`src/rtl/cascade_intc.sv`:
```
module cascade_intc #(
  parameter logic [7:0] MPORT     = 8'h21,
  parameter logic [7:0] SPORT     = 8'hA1,
  parameter logic [7:0] MBASE_RST = 8'h08,
  parameter logic [7:0] SBASE_RST = 8'h70,
  parameter int         LINK      = 2
) (
  input  logic        clk,
  input  logic        rst_n,
  input  logic        wr_en,
  input  logic [7:0]  wr_addr,
  input  logic [7:0]  wr_data,
  input  logic [15:0] irq,
  output logic        intr,
  input  logic        ack,
  input  logic        eoi_m,
  input  logic        eoi_s,
  output logic [7:0]  vec,
  output logic        vec_oe
);
  localparam logic [7:0] LMASK = 8'(1 << LINK);
  localparam logic [2:0] LCODE = 3'(LINK);

  function automatic logic [3:0] pick(input logic [7:0] r);
    pick = 4'b0;
    for (int i = 7; i >= 0; i--)
      if (r[i]) pick = {1'b1, 3'(i)};
  endfunction

  function automatic logic [7:0] onehot(input logic [2:0] i);
    onehot = 8'(1) << i;
  endfunction

  logic [4:0]  mbase, sbase;
  logic        casc_en, m_sel_cfg, phase;
  logic [15:0] irq_q;
  logic [7:0]  m_irr, s_irr, m_isr, s_isr, m_req, held;
  logic [3:0]  s_top, s_itop, m_top, m_itop;
  logic        s_int, m_go, take;
  logic [15:0] rise;

  assign rise   = irq & ~irq_q;
  assign s_top  = pick(s_irr);
  assign s_itop = pick(s_isr);
  assign s_int  = s_top[3] && (!s_itop[3] || s_top[2:0] < s_itop[2:0]);

  always_comb begin
    m_req       = m_irr;
    m_req[LINK] = s_int & casc_en;
  end

  assign m_top  = pick(m_req);
  assign m_itop = pick(m_isr);
  assign m_go   = m_top[3] && (!m_itop[3] || m_top[2:0] < m_itop[2:0]);
  assign intr   = m_go && !phase;
  assign take   = ack && !phase;
  assign vec_oe = ack && phase;
  assign vec    = vec_oe ? held : 8'h00;

  logic [7:0] m_clr, s_clr, m_set, s_set, m_eoi, s_eoi;

  always_comb begin
    m_clr = 8'h00; s_clr = 8'h00; m_set = 8'h00; s_set = 8'h00;
    if (take && m_go) begin
      m_set = onehot(m_top[2:0]);
      if (m_top[2:0] == LCODE) begin
        s_set = onehot(s_top[2:0]);
        s_clr = s_set;
      end else begin
        m_clr = m_set;
      end
    end
    m_eoi = (eoi_m && m_itop[3]) ? onehot(m_itop[2:0]) : 8'h00;
    s_eoi = (eoi_s && s_itop[3]) ? onehot(s_itop[2:0]) : 8'h00;
  end

  always_ff @(posedge clk) begin
    if (!rst_n) begin
      mbase     <= MBASE_RST[7:3];
      sbase     <= SBASE_RST[7:3];
      casc_en   <= 1'b0;
      m_sel_cfg <= 1'b0;
      phase     <= 1'b0;
      irq_q     <= 16'h0;
      m_irr     <= 8'h00;
      s_irr     <= 8'h00;
      m_isr     <= 8'h00;
      s_isr     <= 8'h00;
      held      <= 8'h00;
    end else begin
      irq_q <= irq;
      m_irr <= (m_irr & ~m_clr) | (rise[7:0] & ~LMASK);
      s_irr <= (s_irr & ~s_clr) | rise[15:8];
      m_isr <= (m_isr & ~m_eoi) | m_set;
      s_isr <= (s_isr & ~s_eoi) | s_set;
      if (ack) phase <= ~phase;
      if (take) begin
        if (!m_go)                    held <= {mbase, 3'b111};
        else if (m_top[2:0] == LCODE) held <= {sbase, s_top[2:0]};
        else                          held <= {mbase, m_top[2:0]};
      end
      if (wr_en && wr_addr == SPORT) sbase <= wr_data[7:3];
      if (wr_en && wr_addr == MPORT) begin
        if (m_sel_cfg) casc_en <= wr_data[LINK];
        else           mbase   <= wr_data[7:3];
        m_sel_cfg <= ~m_sel_cfg;
      end
    end
  end

  p_intr_quiet_r6: assert property (@(posedge clk) disable iff (!rst_n)
    take |=> !intr);
  p_isr_set_r7: assert property (@(posedge clk) disable iff (!rst_n)
    (take && m_go) |=> (m_isr != 8'h00));
  p_slave_pair_r9: assert property (@(posedge clk) disable iff (!rst_n)
    (take && m_go && m_top[2:0] == LCODE) |=> (s_isr != 8'h00 && m_isr[LINK]));
  p_link_r10: assert property (@(posedge clk) disable iff (!rst_n)
    $rose(m_isr[LINK]) |-> $past(casc_en));
  p_eoi_r11: assert property (@(posedge clk) disable iff (!rst_n)
    (eoi_m && !take) |=> ($past(m_isr) == 8'h00 || $countones(m_isr) < $countones($past(m_isr))));
endmodule

```
`config.mk`:
```
export PLATFORM = sky130hd
export DESIGN_NAME = cascade_intc
export DESIGN_NICKNAME = d
export VERILOG_FILES = /design/src/rtl/cascade_intc.sv
export SDC_FILE = /design/constraint.sdc
export NUM_CORES = 1
export LEC_CHECK = 0
export ABC_AREA = 1
export BUFFER_PORTS_ARGS = -buffer_cell sky130_fd_sc_hd__buf_2
export CAP_MARGIN = 20
export CORE_MARGIN = 4
export CORE_UTILIZATION = 30
export CTS_CLUSTER_SIZE = 8
export DETAILED_ROUTE_END_ITERATION = 8
export PLACE_DENSITY = 0.56
export SKIP_LAST_GASP = 1
export SLEW_MARGIN = 20
export SYNTH_ARGS = -nofsm -noshare
export SYNTH_HDL_FRONTEND = slang
export SYNTH_SLANG_ARGS = --single-unit
```
`constraint.sdc`:
```
create_clock -name clk -period 9.4 [get_ports clk]
set_input_delay 1.88 -clock clk [delete_from_list [all_inputs] [get_ports clk]]
set_output_delay 1.88 -clock clk [all_outputs]
set_load 0.05 [all_outputs]
```
==> results of run 1 <==
## layout by cell type, fill, tap and decap left out, types with 2 or more instances in the layout
| cell | n |
|---|---|
| sky130_fd_sc_hd__a211oi_1 | 2 |
| sky130_fd_sc_hd__a21boi_0 | 2 |
| sky130_fd_sc_hd__a21oi_1 | 19 |
| sky130_fd_sc_hd__a21oi_2 | 10 |
| sky130_fd_sc_hd__a31oi_1 | 3 |
| sky130_fd_sc_hd__buf_2 | 44 |
| sky130_fd_sc_hd__clkbuf_8 | 10 |
| sky130_fd_sc_hd__clkinv_2 | 3 |
| sky130_fd_sc_hd__dfxtp_1 | 67 |
| sky130_fd_sc_hd__ha_1 | 4 |
| sky130_fd_sc_hd__inv_1 | 77 |
| sky130_fd_sc_hd__inv_2 | 3 |
| sky130_fd_sc_hd__nand2_1 | 107 |
| sky130_fd_sc_hd__nand2_2 | 18 |
| sky130_fd_sc_hd__nand2_4 | 2 |
| sky130_fd_sc_hd__nand3_1 | 26 |
| sky130_fd_sc_hd__nand4_1 | 6 |
| sky130_fd_sc_hd__nor2_1 | 41 |
| sky130_fd_sc_hd__nor3_1 | 23 |
| sky130_fd_sc_hd__nor3b_1 | 2 |
| sky130_fd_sc_hd__nor4_1 | 6 |
| sky130_fd_sc_hd__o211ai_1 | 2 |
| sky130_fd_sc_hd__o21ai_0 | 20 |
| sky130_fd_sc_hd__o22ai_1 | 2 |
| sky130_fd_sc_hd__o31ai_1 | 4 |
| sky130_fd_sc_hd__or2_2 | 13 |
## synthesized netlist by cell type
cell type,number
sky130_fd_sc_hd__nand2_4,2
sky130_fd_sc_hd__nand3_1,26
sky130_fd_sc_hd__nand2_2,18
sky130_fd_sc_hd__nand4_1,6
sky130_fd_sc_hd__nor4_1,6
sky130_fd_sc_hd__nand3_4,1
sky130_fd_sc_hd__o22ai_1,2
sky130_fd_sc_hd__inv_2,2
sky130_fd_sc_hd__a21o_1,1
sky130_fd_sc_hd__inv_1,78
sky130_fd_sc_hd__or2_2,13
sky130_fd_sc_hd__a21boi_0,2
sky130_fd_sc_hd__a21oi_2,10
sky130_fd_sc_hd__buf_2,2
sky130_fd_sc_hd__buf_1,2
sky130_fd_sc_hd__clkbuf_1,5
sky130_fd_sc_hd__o21bai_1,1
sky130_fd_sc_hd__nor3b_1,2
sky130_fd_sc_hd__buf_12,1
sky130_fd_sc_hd__dfxtp_1,67
sky130_fd_sc_hd__buf_4,2
sky130_fd_sc_hd__o211ai_1,2
sky130_fd_sc_hd__nand2_1,107
sky130_fd_sc_hd__a21oi_4,1
sky130_fd_sc_hd__a21oi_1,19
sky130_fd_sc_hd__a31oi_1,3
sky130_fd_sc_hd__inv_4,1
sky130_fd_sc_hd__a211oi_1,2
sky130_fd_sc_hd__ha_1,4
sky130_fd_sc_hd__o31ai_1,4
sky130_fd_sc_hd__nor2_1,41
sky130_fd_sc_hd__o21a_1,1
sky130_fd_sc_hd__nor3_1,23
sky130_fd_sc_hd__o21ai_0,20
## stage by stage
step	power [mW]	cell area, µm²	instances	hold slack [ns]
CTS	0.701	3840	665	0.444
global route	0.735	3840	665	0.472
global placement	0.460	3650	649	0.418
finish	0.689	3840	665	0.440
detailed placement	0.463	3650	649	0.433
floorplan	0.432	3320	477	0.408
## sequential cells by signal (all words and copies together), names as in the netlist, 5 cells and up
register,cells
irq_q,15
held,8
m_isr,8
s_irr,8
s_isr,8
m_irr,7
mbase,5
sbase,5
## critical path: stages (launching register included)
cell and delay, ns:
sky130_fd_sc_hd__dfxtp_1 0.36, sky130_fd_sc_hd__nor2_1 0.06, sky130_fd_sc_hd__nor3_1 0.16, sky130_fd_sc_hd__nor3_1 0.07, sky130_fd_sc_hd__nor3_1 0.39, sky130_fd_sc_hd__ha_1 0.33
sky130_fd_sc_hd__nand2_1 0.06, sky130_fd_sc_hd__inv_1 0.04, sky130_fd_sc_hd__nand2_1 0.05, sky130_fd_sc_hd__nand2_1 0.04, sky130_fd_sc_hd__nand2_1 0.09, sky130_fd_sc_hd__nand2_2 0.08
sky130_fd_sc_hd__nand3_1 0.39, sky130_fd_sc_hd__inv_1 0.22, sky130_fd_sc_hd__ha_1 0.34, sky130_fd_sc_hd__a21oi_1 0.17, sky130_fd_sc_hd__nand2_2 0.09, sky130_fd_sc_hd__nand2_4 0.11
sky130_fd_sc_hd__nand2_1 0.17, sky130_fd_sc_hd__nor2_1 0.15, sky130_fd_sc_hd__buf_2 0.28
## routing by layer
metal / vias up / share of wire (%) / global-route usage [%] / wire, µm
li1: 1598 / - / - / -
met3: 10 / 4.4 / 2.14 / 327
met4: 0 / 1.6 / 5.77 / 118
met2: 59 / 44 / 19.6 / 3280
met5: - / 0 / 0 / 0
met1: 1327 / 50 / 16.5 / 3750
## cell families after synthesis
family | after synthesis
AO/OA/AOI/OAI | 68
adder cells (fa/ha/maj) | 4
buffers and inverters | 93
flip-flops | 67
AND/OR/NAND/NOR | 245
## area by class of cell
type	instances	area, µm²	area share [%]
inverters	81	307	7.98
clock buffers	11	141	3.68
flip-flops and latches	67	1340	34.9
multi-input cells	317	1600	41.7
clock inverters	5	52.6	1.37
repair buffers	44	220	5.73
well taps	140	175	4.56
## worst paths after layout
kind                                             to  slack, ns  cells past startpoint
worst max register to register  s_irr[4]$_SDFF_PN0_       5.64                     22
worst max-delay path                           intr       3.55                     20
worst min register to register  m_irr[0]$_SDFF_PN0_       0.44                      1
worst min-delay path            m_irr[0]$_SDFF_PN0_       0.44                      1
## power breakdown
group          leakage (nW)  internal, mW  switching (mW)
Sequential            0.550         0.300          0.0106
Clock                0.0991         0.128           0.105
Combinational          1.17        0.0463          0.0991
==> results.md, run 1 <==
Outcome:
- The flow ran to the end, and the final reports show no timing, DRC or antenna violations.

Clock tree:
- The post-CTS repair timing setup buffer count is 0.
- Buffers inserted to repair hold after CTS numbered 0.
- The H-tree generated during clock tree synthesis spans 3 levels.
- The later pin in the worst-skew pair is clocked with a latency of about 0.33 ns.
- TritonCTS built the clock tree.
- CTS saw 67 sinks.
- In this run, CTS created clock tree buffers numbering 9.
- The tree is rooted in a sky130_fd_sc_hd__clkbuf_8.
- After clock tree synthesis, the clock-pin slew on the worst setup and hold paths is about 0.070 ns.
- The maximum clock path buffer count is 2.
- The count of instances resized after the clock tree is built is 0.

Yosys:
- In the post-synthesis netlist, the biggest area contributors are sky130_fd_sc_hd__dfxtp_1, sky130_fd_sc_hd__nand2_1, sky130_fd_sc_hd__inv_1.
- Sequential cells were found to cover between 40% and 50% of the synthesized design area.
- The share of cell area taken by muxes after synthesis is 0%.
- The synthesized-area fraction occupied by and/or/nand/nor cells is 33.9%.
- The net count of the mapped netlist is 519.
- The adder-cell share of the synthesized area is under 10%.
- After synthesis, the largest family of logic cells by area is simple AND/OR/NAND/NOR gates.
- The average cell area after synthesis is 6.96 µm².
- The synthesized cell area is about 3300 µm².
- Synthesis instantiated 34 different standard cells from the library.
- Synthesis produced a netlist whose cell count is 477.
- The xor and xnor fraction of the mapped netlist area is 0%.
- Summed over all instances, the cell type with the most area after synthesis is sky130_fd_sc_hd__dfxtp_1.
- The top cell type by area accounts for between 40 and 50% of the synthesized area.
- The count of synthesis-stage warnings from yosys is 0.
- The synthesized netlist devotes between 10% and 20% of its cell area to compound gates.
- The synthesized design contains 67 register bits.

Cells and area:
- Of the cells placed in the final design, the portion with a size suffix greater than 1 is roughly a fifth.
- From synthesis to final layout, the design area changed by 15.6%.
- Fill cells in the final layout number 1189.
- The layout net count is between 500 and 600.
- The number of antenna diodes in the final layout is 0.
- The utilization after layout is between 30% and 40%.

Floorplan:
- The die is approximately 110 µm wide.
- The initial utilization of the core area, before any placement, comes to 30.6%.
- The cell row count is 38.
- After floorplanning, the core was sized to cover about 11000 µm².
- The die span in y is approximately 110 µm.
- During I/O placement, the number of pins put on the boundary was 48.
- The area of the die is 12800 µm².

STA:
- The worst path in the final design needs a cycle of a little under 6 ns, including I/O delays and setup.
- The aggregate negative setup slack is 0 ns.
- Setup violations remaining at the end of the flow were counted as 0.
- The number of hold violations in the final report is 0.
- Once routing completed, OpenROAD measured the worst setup slack at 3.55 ns.
- The post-route fraction of the period consumed by the critical path is between 60 and 70%.
- The slew at the pin with the worst max-slew slack is approximately 0.76 ns.
- Setup repair after global routing left no endpoint under its margin.
- On the final layout, the worst clock skew is a little over 0.009 ns.
- The normalized max-slew margin is between 40% and 50%.
- The timing-limited maximum frequency is between 150 and 200 MHz.
- The count of final max-slew check failures is 0.

GRT:
- The pin count of the biggest net entering global routing is 40.
- The initial antenna violation count was 0.
- The combined global-route utilization of all metal layers is between 10% and 20%.
- The first global-routing pass estimated approximately 13 mm of wire.
- The overflow left after global routing is 0.
- The number of global-route vias before repair was around 2800.

Power:
- The ratio of total power to cell area is approximately 180 nW/µm².
- The worst-case IR drop observed on VDD is around 65 µV.
- The static leakage is 1.82 nW.

Routing:
- Summed over all layers, the routed wires come to 7.47 mm.
- Once detail routing completed, the nets flagged for antenna violations numbered 0.
- The number of iterations in the first detailed-routing pass is 5.
- Dividing the detail-routed via count by the number of cells gives approximately 4.5.
- The number of design-rule violations left by the first detailed-router iteration is between 60 and 70.
- The via count of the routed design is between 2000 and 3000.
- The average wire length per cell after detail routing is roughly 11 µm.
- The DRC violation count after routing is 0.

Flow run:
- The tool flagged a number of max-cap violations equal to 0.

Min path:
- The path class of the tightest hold or removal check is flop to flop.
- The worst hold path startpoint is irq_q[0]$_SDFF_PN0_.

Worst setup path:
- The launch instance of the worst register-to-register path is s_irr[7]$_SDFF_PN0_.
- Data arrives at the worst endpoint at 3.97 ns.
- STA classifies the critical path endpoint as an output port.
- The most critical setup path has its startpoint at s_irr[7]$_SDFF_PN0_.
- The required time of the critical path is around 7.5 ns.
- STA classifies the critical path startpoint as a flop.
- In this run the worst path has a maximum fanout of 13.
- The worst setup path is of the flop to output port kind.

Place:
- Prior to clock tree synthesis, the placed netlist has a worst setup slack of 3.93 ns.
- Buffers placed on the I/O ports in this run total 44.
- At the end of routability-driven placement, the weighted congestion stood at roughly 0.85.
- Detailed placement finished with a half-perimeter wire length of 5.69 mm.
(Power assumes the default switching activity.)
==> inputs of run 2 (changes only) <==
clock period = 5.4 ns   (was 9.4 ns; I/O delays follow)
==> results.md, run 2 (same netlist as run 1, synthesis figures left out) <==
Cells and area:
- The layout net count was 563 (+0.18%).
- The share of cells above drive strength 1 is 20.6% (unchanged).
- From synthesis to final layout, the design area changed by 15.7%.
- The utilization after layout is 35.5% (+0.046 points).
- The area occupied by multi-input gates is 1600 µm² (unchanged).
- In the layout the commonest cells are sky130_fd_sc_hd__nand2_1, sky130_fd_sc_hd__inv_1, sky130_fd_sc_hd__dfxtp_1.
- The number of flip-flops in the largest register is 15 (unchanged).
- More flip-flops sit in one register than any other, and that register is irq_q.
- The commonest non-fill, non-tap cell in the layout is sky130_fd_sc_hd__nand2_1.
- The total inserted antenna cells was 0 (unchanged).
- The non-filler instance count after layout is 665 (unchanged).
- The number of fillers in the final layout came to 1174 (-1.3%).
- The area taken by flip-flops and latches is 1340 µm² (unchanged).

STA:
- The timing-limited maximum frequency is a little over 200 MHz.
- The count of final max-slew check failures is 0 (unchanged).
- The normalized max-slew margin is 34.2% (-15 points).
- The aggregate negative setup slack is 0 ns (unchanged).
- The slew at the pin with the worst max-slew slack is 0.980 ns (+0.218 ns).
- The number of hold violations in the final report is 0 (unchanged).
- The routed design could run at a clock period as short as between 4 and 5 ns.
- Setup repair after global routing left no endpoint under its margin.
- After layout, the worst path uses between 90% and 100% of the clock period.
- The count of endpoints failing setup in the final report is 0 (unchanged).
- The worst clock skew on the final layout is 0.00719 ns (-0.00215 ns).
- The tightest hold margin is 0.435 ns (-0.00475 ns).

Floorplan:
- The starting density of the core was 30.6% (unchanged).
- The area of the die came to 12800 µm² (unchanged).
- The standard cell core area was 10800 µm² (unchanged).
- The cell row count is 38 (unchanged).
- The number of top-level pins came to 48 (unchanged).
- The die width is 113 µm (unchanged).
- The die span in y is 113 µm (unchanged).

GRT:
- The initial antenna violation count came to 0 (unchanged).
- The combined global-route utilization of all metal layers is 12.4% (+0.017 points).
- The number of global-route vias before repair is 2828 (+0.57%).
- The pin count of the biggest net entering global routing is 40 (unchanged).
- The overflow left after global routing is 0 (unchanged).
- The wire length of the first global-routing pass is 13.0 mm (unchanged).

Routing:
- The average wire length per cell after detail routing is 11.5 µm (+1.9%).
- The number of design-rule violations left by the first detailed-router iteration is 89 (+41%).
- The via density per instance is 4.53 (+0.63%).
- The via count of the routed design came to 3013 (+0.63%).
- The number of iterations in the first detailed-routing pass was 4 (-1).
- The DRC violation count after routing is 0 (unchanged).
- The number of routed nets with antenna violations is 0 (unchanged).
- The total wire length after detailed routing is 7.62 mm (+1.9%).

Place:
- The port buffer count is 44 (unchanged).
- The post-DP HPWL is 5.68 mm (-0.32%).
- The instance count after placement with tap cells included came to 650 (+0.15%).
- The weighted congestion at the end of routability-driven global placement is 0.860 (+1.1%).

Clock tree:
- The clock input transition at the sequential cells of the worst setup and hold paths is 0.07 ns (about the same).
- The number of buffers created by CTS came to 9 (unchanged).
- The insertion delay to the later sink of the worst-skew pair is 0.34 ns (about the same).
- The count of instances resized after the clock tree is built came to 0 (unchanged).
- The post-CTS repair timing setup buffer count came to 0 (unchanged).
- The clock root buffer master is sky130_fd_sc_hd__clkbuf_8.
- The maximum clock path buffer count is 2 (unchanged).
- The count of hold buffers inserted by post-cts repair was 0 (unchanged).
- The number of clock sinks is 67 (unchanged).
- The clock tree from TritonCTS is yes.
- The CTS H-tree depth was 3 (unchanged).

Min path:
- The min-delay analysis places its worst path in the category flop to flop.

Flow run:
- The number of maximum-capacitance violations is 0 (unchanged).

Worst setup path:
- The worst setup path is captured at an output port.
- The endpoint arrival time on the critical path was 3.79 ns (-0.18 ns).
- The classification of the worst setup path is flop to output port.
- The required time of the critical path is 4.32 ns (-3.20 ns).
- The largest fanout of any net on the critical path is 11 (-2).
- The kind of start point of the critical path is a flop.

Power:
- The peak supply drop is 143 µV (+120%).
- The ratio of total power to cell area is 314 nW/µm² (+75%).
- The static leakage is 1.82 nW (-0.33%).

Outcome:
- The run finished with clean final reports.
## run 2: cell types whose count changed in the layout (fill, tap and decap cells not counted)
| cell | delta |
|---|---|
| sky130_fd_sc_hd__clkinv_4 | +2 |
| sky130_fd_sc_hd__clkinvlp_4 | +1 |
| sky130_fd_sc_hd__clkbuf_1 | -1 |
| sky130_fd_sc_hd__clkinv_1 | +1 |
| sky130_fd_sc_hd__buf_4 | +1 |
| sky130_fd_sc_hd__inv_2 | -1 |
| sky130_fd_sc_hd__clkinv_2 | -2 |
| sky130_fd_sc_hd__clkbuf_8 | -1 |
## run 2: stage by stage
step | total power, mW | setup slack, ns | area (µm²)
6_report | 1.21 | 0.529 | 3840
5_1_grt | 1.28 | 0.134 | 3840
4_1_cts | 1.22 | 0.511 | 3840
3_5_place_dp | 0.807 | 0.918 | 3650
3_3_place_gp | 0.802 | 0.969 | 3650
2_1_floorplan | 0.753 | 1.03 | 3320
## run 2: critical path, cell delays in order, from the launching register on
cell                      delay [ns]
sky130_fd_sc_hd__dfxtp_1        0.37
sky130_fd_sc_hd__nor2_1         0.08
sky130_fd_sc_hd__nor3_1         0.13
sky130_fd_sc_hd__nor3_1         0.06
sky130_fd_sc_hd__nor3_1         0.39
sky130_fd_sc_hd__ha_1           0.32
sky130_fd_sc_hd__nand2_1        0.06
sky130_fd_sc_hd__inv_1          0.04
sky130_fd_sc_hd__nand2_1        0.05
sky130_fd_sc_hd__nand2_1        0.04
sky130_fd_sc_hd__nand2_1        0.08
sky130_fd_sc_hd__nand2_2        0.08
sky130_fd_sc_hd__nand2_1        0.07
sky130_fd_sc_hd__nand2_1        0.12
sky130_fd_sc_hd__inv_1          0.32
sky130_fd_sc_hd__ha_1           0.31
sky130_fd_sc_hd__nand2_1        0.06
sky130_fd_sc_hd__inv_1          0.03
sky130_fd_sc_hd__nand2_1        0.06
sky130_fd_sc_hd__nand2_2        0.06
sky130_fd_sc_hd__nand2_4        0.11
sky130_fd_sc_hd__nand2_1        0.17
sky130_fd_sc_hd__nor2_1         0.14
sky130_fd_sc_hd__buf_2          0.28
## run 2: final timing paths
| kind | to | start | depth (start not counted) | slack [ns] |
|---|---|---|---|---|
| max | intr | s_irr[7]$_SDFF_PN0_ | 23 | 0.53 |
| min | m_irr[0]$_SDFF_PN0_ | irq_q[0]$_SDFF_PN0_ | 1 | 0.44 |
| max reg2reg | s_irr[4]$_SDFF_PN0_ | s_irr[7]$_SDFF_PN0_ | 25 | 1.82 |
| min reg2reg | m_irr[0]$_SDFF_PN0_ | irq_q[0]$_SDFF_PN0_ | 1 | 0.44 |
## run 2: layout make-up
class	instances	share of cell area (%)
tap	140	4.56
timing repair buffer	45	5.92
sequential	67	34.9
clock buffer	9	3.22
multi-input combinational	317	41.7
inverter	81	7.97
clock inverter	6	1.76
## run 2: where the power goes
group	internal, mW	switching, mW	total, mW
combinational	0.0821	0.174	0.256
sequential	0.522	0.0183	0.540
clock	0.211	0.198	0.409
total	0.815	0.390	1.21
## run 2: metal layers
metal	part of all wire [%]	vias to the layer above	track usage (%)
li1	-	1600	-
met5	0	-	0
met2	44	62	20.0
met3	4.6	14	2.83
met1	49	1337	16.0
met4	2.1	0	5.21
